===== src/rtl/sram_burst_seq_pkg.sv =====
package sram_burst_seq_pkg;

  // Strobes passed from the control half to the datapath half each cycle.
  typedef struct packed {
    logic issueRead;   // a read is taken at this edge
    logic issueWrite;  // a write is taken at this edge
    logic driveData;   // the current bus cycle is a write command
    logic capture;     // device read words are valid this cycle
  } seqStrobe_t;

endpackage


===== src/rtl/sram_burst_seq_ctrl.sv =====
module sram_burst_seq_ctrl
  import sram_burst_seq_pkg::*;
#(
  parameter int MAX_GAP = 2,
  parameter int LAT_STAGES = 2
) (
  input  logic       clk,
  input  logic       rstN,
  input  logic       gapTwo,
  input  logic       latSlow,
  input  logic       reqValid,
  input  logic       reqWrite,
  output logic       reqReady,
  output seqStrobe_t strobe
);

  localparam int AGE_W = $clog2(MAX_GAP + 2);
  localparam logic [AGE_W-1:0] AGE_MAX = AGE_W'(MAX_GAP + 1);

  // Number of bus cycles since the last read command cycle (0 = read now).
  logic [AGE_W-1:0] rdAge;
  logic [AGE_W-1:0] needGap;
  logic             writeBlocked;
  logic             accept;
  logic             busRead;
  logic             busWrite;
  logic [LAT_STAGES-1:0] rdPipe;

  assign needGap      = gapTwo ? AGE_W'(2) : AGE_W'(1);
  assign writeBlocked = rdAge < needGap;
  assign reqReady     = !(reqWrite && writeBlocked);
  assign accept       = reqValid && reqReady;

  always_ff @(posedge clk) begin
    if (!rstN) begin
      rdAge    <= AGE_MAX;
      busRead  <= 1'b0;
      busWrite <= 1'b0;
    end else begin
      busRead  <= accept && !reqWrite;
      busWrite <= accept && reqWrite;
      if (accept && !reqWrite)
        rdAge <= '0;
      else if (rdAge != AGE_MAX)
        rdAge <= rdAge + AGE_W'(1);
    end
  end

  // Read-tag delay line: stage k is high k+1 cycles after a read command cycle.
  generate
    for (genvar s = 0; s < LAT_STAGES; s++) begin : g_lat
      always_ff @(posedge clk) begin
        if (!rstN)
          rdPipe[s] <= 1'b0;
        else if (s == 0)
          rdPipe[s] <= busRead;
        else
          rdPipe[s] <= rdPipe[(s > 0) ? s - 1 : 0];
      end
    end
  endgenerate

  always_comb begin
    strobe            = '0;
    strobe.issueRead  = accept && !reqWrite;
    strobe.issueWrite = accept && reqWrite;
    strobe.driveData  = busWrite;
    strobe.capture    = latSlow ? rdPipe[LAT_STAGES-1] : rdPipe[0];
  end

endmodule


===== src/rtl/sram_burst_seq_dp.sv =====
module sram_burst_seq_dp
  import sram_burst_seq_pkg::*;
#(
  parameter int ADDR_W = 20,
  parameter int DATA_W = 18,
  parameter int LANES  = 2
) (
  input  logic              clk,
  input  logic              rstN,
  input  seqStrobe_t        strobe,
  input  logic [ADDR_W-1:0] reqAddr,
  input  logic [DATA_W-1:0] reqWdA,
  input  logic [DATA_W-1:0] reqWdB,
  input  logic [LANES-1:0]  reqBeA,
  input  logic [LANES-1:0]  reqBeB,
  input  logic [DATA_W-1:0] sramQA,
  input  logic [DATA_W-1:0] sramQB,
  output logic              sramLdN,
  output logic              sramRwN,
  output logic [ADDR_W-1:0] sramAddr,
  output logic [DATA_W-1:0] sramWdA,
  output logic [DATA_W-1:0] sramWdB,
  output logic [LANES-1:0]  sramBwAN,
  output logic [LANES-1:0]  sramBwBN,
  output logic              rspValid,
  output logic [DATA_W-1:0] rspWdA,
  output logic [DATA_W-1:0] rspWdB
);

  logic [DATA_W-1:0] holdWdA;
  logic [DATA_W-1:0] holdWdB;
  logic [LANES-1:0]  holdBeA;
  logic [LANES-1:0]  holdBeB;
  logic              issueAny;

  assign issueAny = strobe.issueRead || strobe.issueWrite;

  // Command pins.
  always_ff @(posedge clk) begin
    if (!rstN) begin
      sramLdN  <= 1'b1;
      sramRwN  <= 1'b1;
      sramAddr <= '0;
    end else begin
      sramLdN  <= !issueAny;
      sramRwN  <= !strobe.issueWrite;
      sramAddr <= issueAny ? reqAddr : '0;
    end
  end

  // Write payload held for one cycle, then driven in the data phase.
  always_ff @(posedge clk) begin
    if (!rstN) begin
      holdWdA <= '0;
      holdWdB <= '0;
      holdBeA <= '0;
      holdBeB <= '0;
    end else if (strobe.issueWrite) begin
      holdWdA <= reqWdA;
      holdWdB <= reqWdB;
      holdBeA <= reqBeA;
      holdBeB <= reqBeB;
    end
  end

  always_ff @(posedge clk) begin
    if (!rstN) begin
      sramWdA <= '0;
      sramWdB <= '0;
    end else begin
      sramWdA <= strobe.driveData ? holdWdA : '0;
      sramWdB <= strobe.driveData ? holdWdB : '0;
    end
  end

  generate
    for (genvar i = 0; i < LANES; i++) begin : g_lane
      always_ff @(posedge clk) begin
        if (!rstN) begin
          sramBwAN[i] <= 1'b1;
          sramBwBN[i] <= 1'b1;
        end else begin
          sramBwAN[i] <= !(strobe.driveData && holdBeA[i]);
          sramBwBN[i] <= !(strobe.driveData && holdBeB[i]);
        end
      end
    end
  endgenerate

  // Read response capture.
  always_ff @(posedge clk) begin
    if (!rstN) begin
      rspValid <= 1'b0;
      rspWdA   <= '0;
      rspWdB   <= '0;
    end else begin
      rspValid <= strobe.capture;
      if (strobe.capture) begin
        rspWdA <= sramQA;
        rspWdB <= sramQB;
      end
    end
  end

endmodule


===== src/rtl/sram_burst_seq.sv =====
module sram_burst_seq
  import sram_burst_seq_pkg::*;
#(
  parameter int ADDR_W = 20,
  parameter int DATA_W = 18,
  parameter int LANES  = 2
) (
  input  logic              clk,
  input  logic              rstN,
  input  logic              gapTwo,
  input  logic              latSlow,
  input  logic              reqValid,
  output logic              reqReady,
  input  logic              reqWrite,
  input  logic [ADDR_W-1:0] reqAddr,
  input  logic [DATA_W-1:0] reqWdA,
  input  logic [DATA_W-1:0] reqWdB,
  input  logic [LANES-1:0]  reqBeA,
  input  logic [LANES-1:0]  reqBeB,
  output logic              rspValid,
  output logic [DATA_W-1:0] rspWdA,
  output logic [DATA_W-1:0] rspWdB,
  output logic              sramLdN,
  output logic              sramRwN,
  output logic [ADDR_W-1:0] sramAddr,
  output logic [DATA_W-1:0] sramWdA,
  output logic [DATA_W-1:0] sramWdB,
  output logic [LANES-1:0]  sramBwAN,
  output logic [LANES-1:0]  sramBwBN,
  input  logic [DATA_W-1:0] sramQA,
  input  logic [DATA_W-1:0] sramQB
);

  seqStrobe_t strobe;

  sram_burst_seq_ctrl #(
    .MAX_GAP   (2),
    .LAT_STAGES(2)
  ) u_ctrl (
    .clk     (clk),
    .rstN    (rstN),
    .gapTwo  (gapTwo),
    .latSlow (latSlow),
    .reqValid(reqValid),
    .reqWrite(reqWrite),
    .reqReady(reqReady),
    .strobe  (strobe)
  );

  sram_burst_seq_dp #(
    .ADDR_W(ADDR_W),
    .DATA_W(DATA_W),
    .LANES (LANES)
  ) u_dp (
    .clk     (clk),
    .rstN    (rstN),
    .strobe  (strobe),
    .reqAddr (reqAddr),
    .reqWdA  (reqWdA),
    .reqWdB  (reqWdB),
    .reqBeA  (reqBeA),
    .reqBeB  (reqBeB),
    .sramQA  (sramQA),
    .sramQB  (sramQB),
    .sramLdN (sramLdN),
    .sramRwN (sramRwN),
    .sramAddr(sramAddr),
    .sramWdA (sramWdA),
    .sramWdB (sramWdB),
    .sramBwAN(sramBwAN),
    .sramBwBN(sramBwBN),
    .rspValid(rspValid),
    .rspWdA  (rspWdA),
    .rspWdB  (rspWdB)
  );

endmodule


===== config.mk =====
export PLATFORM = sky130hd
export DESIGN_NAME = sram_burst_seq
export DESIGN_NICKNAME = d
export VERILOG_FILES = /design/src/rtl/sram_burst_seq_pkg.sv /design/src/rtl/sram_burst_seq_ctrl.sv /design/src/rtl/sram_burst_seq_dp.sv /design/src/rtl/sram_burst_seq.sv
export SDC_FILE = /design/constraint.sdc
export NUM_CORES = 1
export LEC_CHECK = 0
export BUFFER_PORTS_ARGS = -buffer_cell sky130_fd_sc_hd__buf_2
export CAP_MARGIN = 5
export CORE_ASPECT_RATIO = 1.1
export CORE_MARGIN = 1
export CORE_UTILIZATION = 49
export CTS_CLUSTER_DIAMETER = 100
export CTS_CLUSTER_SIZE = 16
export DETAILED_ROUTE_END_ITERATION = 10
export PLACE_DENSITY = 0.89
export SYNTH_ARGS = -nofsm -noshare
export SYNTH_HDL_FRONTEND = slang
export SYNTH_SLANG_ARGS = --single-unit

===== constraint.sdc =====
create_clock -name clk -period 2.82 [get_ports clk]
set_clock_uncertainty 0.05 [all_clocks]
set_input_delay 0.141 -clock clk [delete_from_list [all_inputs] [get_ports clk]]
set_output_delay 0.141 -clock clk [all_outputs]
set_load 0.02 [all_outputs]

==> results.yml <==
run_status:
  status: "completed"
synth:
  yosysTopAreaCellShare_pct: 65.4
  synth_cell_types: 27
  syn_area_um2: 4440
  ys_seq_area_share_pct: 65.4
  yosysMostFrequentCell: "dfxtp_1"
  synthTopCellsByArea: "dfxtp_1 65%, a22o_1 7.9%, and3_1 7.9%, nand2_1 6.2%, a21oi_1 4.2%"
  synthArstFlopShare_pct: 0
  synth_edf_count: 0
  synth_common_cells: "145 x dfxtp_1, 73 x nand2_1, 56 x and3_1, 40 x a22o_1, 37 x a21oi_1"
  syn_avg_cell_area_um2: 10.9
  synthFlopType: "dfxtp_1"
  synthesis.instances: 409
  synth_area_leader_cell: "dfxtp_1"
  yosysWarningCount: 0
  synthesis.nets: 513
  ys_ff_latch: 145
sta:
  tightest_slew_ns: 1.03
  setup_viol: 0
  slew_headroom_pct: 29.9
  slew_violations: 0
  fin_crit_ns: 2.37
  fin_crit_sh_pct: 84.1
  max_freq_mhz: 422
  tns_ns: 0
  hold_violations: 0
  rsz0062_at_grt: "no"
  hold_slack_ns: 0.192
cts:
  hold_buffers: 100
  cts-resized-gates: 0
  clkTransAtPathRegs_ns: 0.06
  cts_root_buffer: "clkbuf_8"
  htree_levels: 4
  cts_buffers: 17
  cts_tree: "built"
  cts_setup_buffers: 0
  cts_buffer_depth: 2
  clkLatencyLatePin_ns: 0.51
  clkSinkCount: 145
finish:
  multi_input_area_um2: 1360
  area_delta_synth_final_pct: 58.1
  diodes: 0
  fin_nets: 806
  num-fill-cells: 493
  drive_gt1_share_pct: 33.9
  seq_area_um2: 2900
floorplan:
  die_y_um: 102
  io_pins: 202
  die_w_um: 92.8
  rows: 36
  core_area_um2: 8830
  initial_core_util_pct: 50.3
  dieArea_um2: 9450
run:
  cap_violations: 0
global_routing:
  grt_pass1_vias: 4203
  grt_pass1_wl_um: 19800
  overflow: 0
  grt_max_degree: 43
  antenna_found_initial: 0
  grt_use_total_pct: 27.6
worst_setup_path:
  cpPeakStageDelay_ns: 0.58
  crit_path_end_kind: "output port"
  path_cells: "ha_1 > o21a_1 > or3_1 > buf_2"
  rr_startpoint: "u_ctrl.rdAge[1]$_SDFFE_PN1P_"
  cp-startpoint: "u_ctrl.rdAge[1]$_SDFFE_PN1P_"
  startpoint_type: "flop"
  cp_top_family: "simple AND/OR/NAND/NOR gates"
  worst-setup-path-type: "flop to output port"
  worst-path-max-fanout: 22
  rrSetupSlack_ns: 0.95
  cp.buffers_inverters: 1
  critPathRequiredTime_ns: 2.63
  cpMaxStageDelayCell: "or3_1"
  crit_arrival_ns: 2.18
pwr:
  p_comb_share_pct: 11.8
  seqPwrFrac_pct: 45.7
  peakVddDrop_mv: 0.475
  internal_power_uw: 3690
  switching_share_pct: 23.8
  leakagePower_uw: 0.00346
  power_density_nw_per_um2: 690
  power_frac_clock_pct: 42.5
  p_switching_uw: 1160
placement:
  io_buffers: 201
  gp_routability_congestion: 0.759
  dp_hpwl_um: 6830
worst_hold_path:
  worstHoldPathType: "input port to flop"
  worstHoldStart: "latSlow"
routing:
  wl_um: 13400
  drt_iter0_drc: 154
  drtPass1Iterations: 4
  wl_per_cell_um: 16.2
  ant_nets: 0
  drc_errors: 0
  viasPerCell: 5.06
  vias: 4187
power by group through the flow:
stage	clock (uW)	combinational [uW]	sequential, uW
2_1_floorplan	0	246	2280
3_3_place_gp	0	409	2240
3_5_place_dp	0	432	2250
4_1_cts	2090	546	2210
5_1_grt	2190	615	2220
6_report	2060	574	2210
registers in the layout (all words and copies together), names as in the netlist:
name,cells
u_dp.sramAddr,20
u_dp.holdWdA,18
u_dp.holdWdB,18
u_dp.rspWdA,18
u_dp.rspWdB,18
u_dp.sramWdA,18
u_dp.sramWdB,18
u_ctrl.rdAge,2
u_ctrl.rdPipe,2
u_dp.holdBeA,2
u_dp.holdBeB,2
u_dp.sramBwAN,2
u_dp.sramBwBN,2
u_ctrl.busRead,1
u_ctrl.busWrite,1
u_dp.rspValid,1
u_dp.sramLdN,1
u_dp.sramRwN,1
stage by stage:
step	total power, uW	std cells	worst slack [ns]	utilization (%)	instance area (um^2)
after floorplan	2530	409	1.25	-	4440
after global routing	5030	828	0.378	79.5	7020
after global placement	2650	697	1.12	61.9	5470
after CTS	4840	828	0.533	79.5	7020
final	4850	828	0.449	79.5	7020
after detailed placement	2680	697	1.07	61.9	5470
kinds of logic (layout without fill, tap and decap cells):
logic type                 count (synthesis)  count (layout)  share of synthesized area (%)
DFF                                      145             145                           65.4
muxes                                      3               3                          0.789
AOI/OAI and AO/OA                         82              82                           13.4
adders and majority gates                  2               2                          0.563
buffers and inverters                     36             341                           4.14
and+or+nand+nor                          140             140                           15.5
xor gates and xnor gates                   1               1                          0.197
final cells by class:
cell class,instances,area share (%)
Sequential cell,145,41.3
Timing Repair Buffer,306,29.1
Multi-Input combinational cell,228,19.4
Clock buffer,22,6.74
Tap cell,114,2.03
Clock inverter,9,1.16
Inverter,4,0.214
layout by cell type (no fill, tap or decap), types with 5 or more instances in the layout:
cell	Yosys	routed
clkbuf_16	0	16
a22o_1	40	40
nand2_1	73	73
a21oi_1	37	37
buf_2	12	201
buf_4	1	5
clkbuf_8	0	5
dfxtp_1	145	145
and3_1	56	56
dlygate4sd3_1	0	100
tightest hold or removal path: stages:
cell and delay [ns]:
buf_2 0.13, mux2i_4 0.28, nor2_1 0.15
metal layers:
metal / up-vias / part of all wire (%) / GRT usage [%]
met5: - / 0 / 0
met4: 0 / 3.0 / 15.5
met3: 35 / 7.8 / 8.41
met2: 211 / 51 / 49.2
met1: 1955 / 38 / 28.9
li1: 1986 / - / -
path summary, 6_finish.rpt:
kind / endpoint / depth (start not counted)
worst max-delay path: reqReady / 4
worst min-delay path: u_dp.rspValid$_SDFF_PN0_ / 3
worst max register to register: u_dp.sramAddr[13]$_SDFF_PN0_ / 4
worst min register to register: u_dp.sramBwAN[0]$_SDFF_PN1_ / 1
Note: power is estimated with default switching activity, not from simulation.
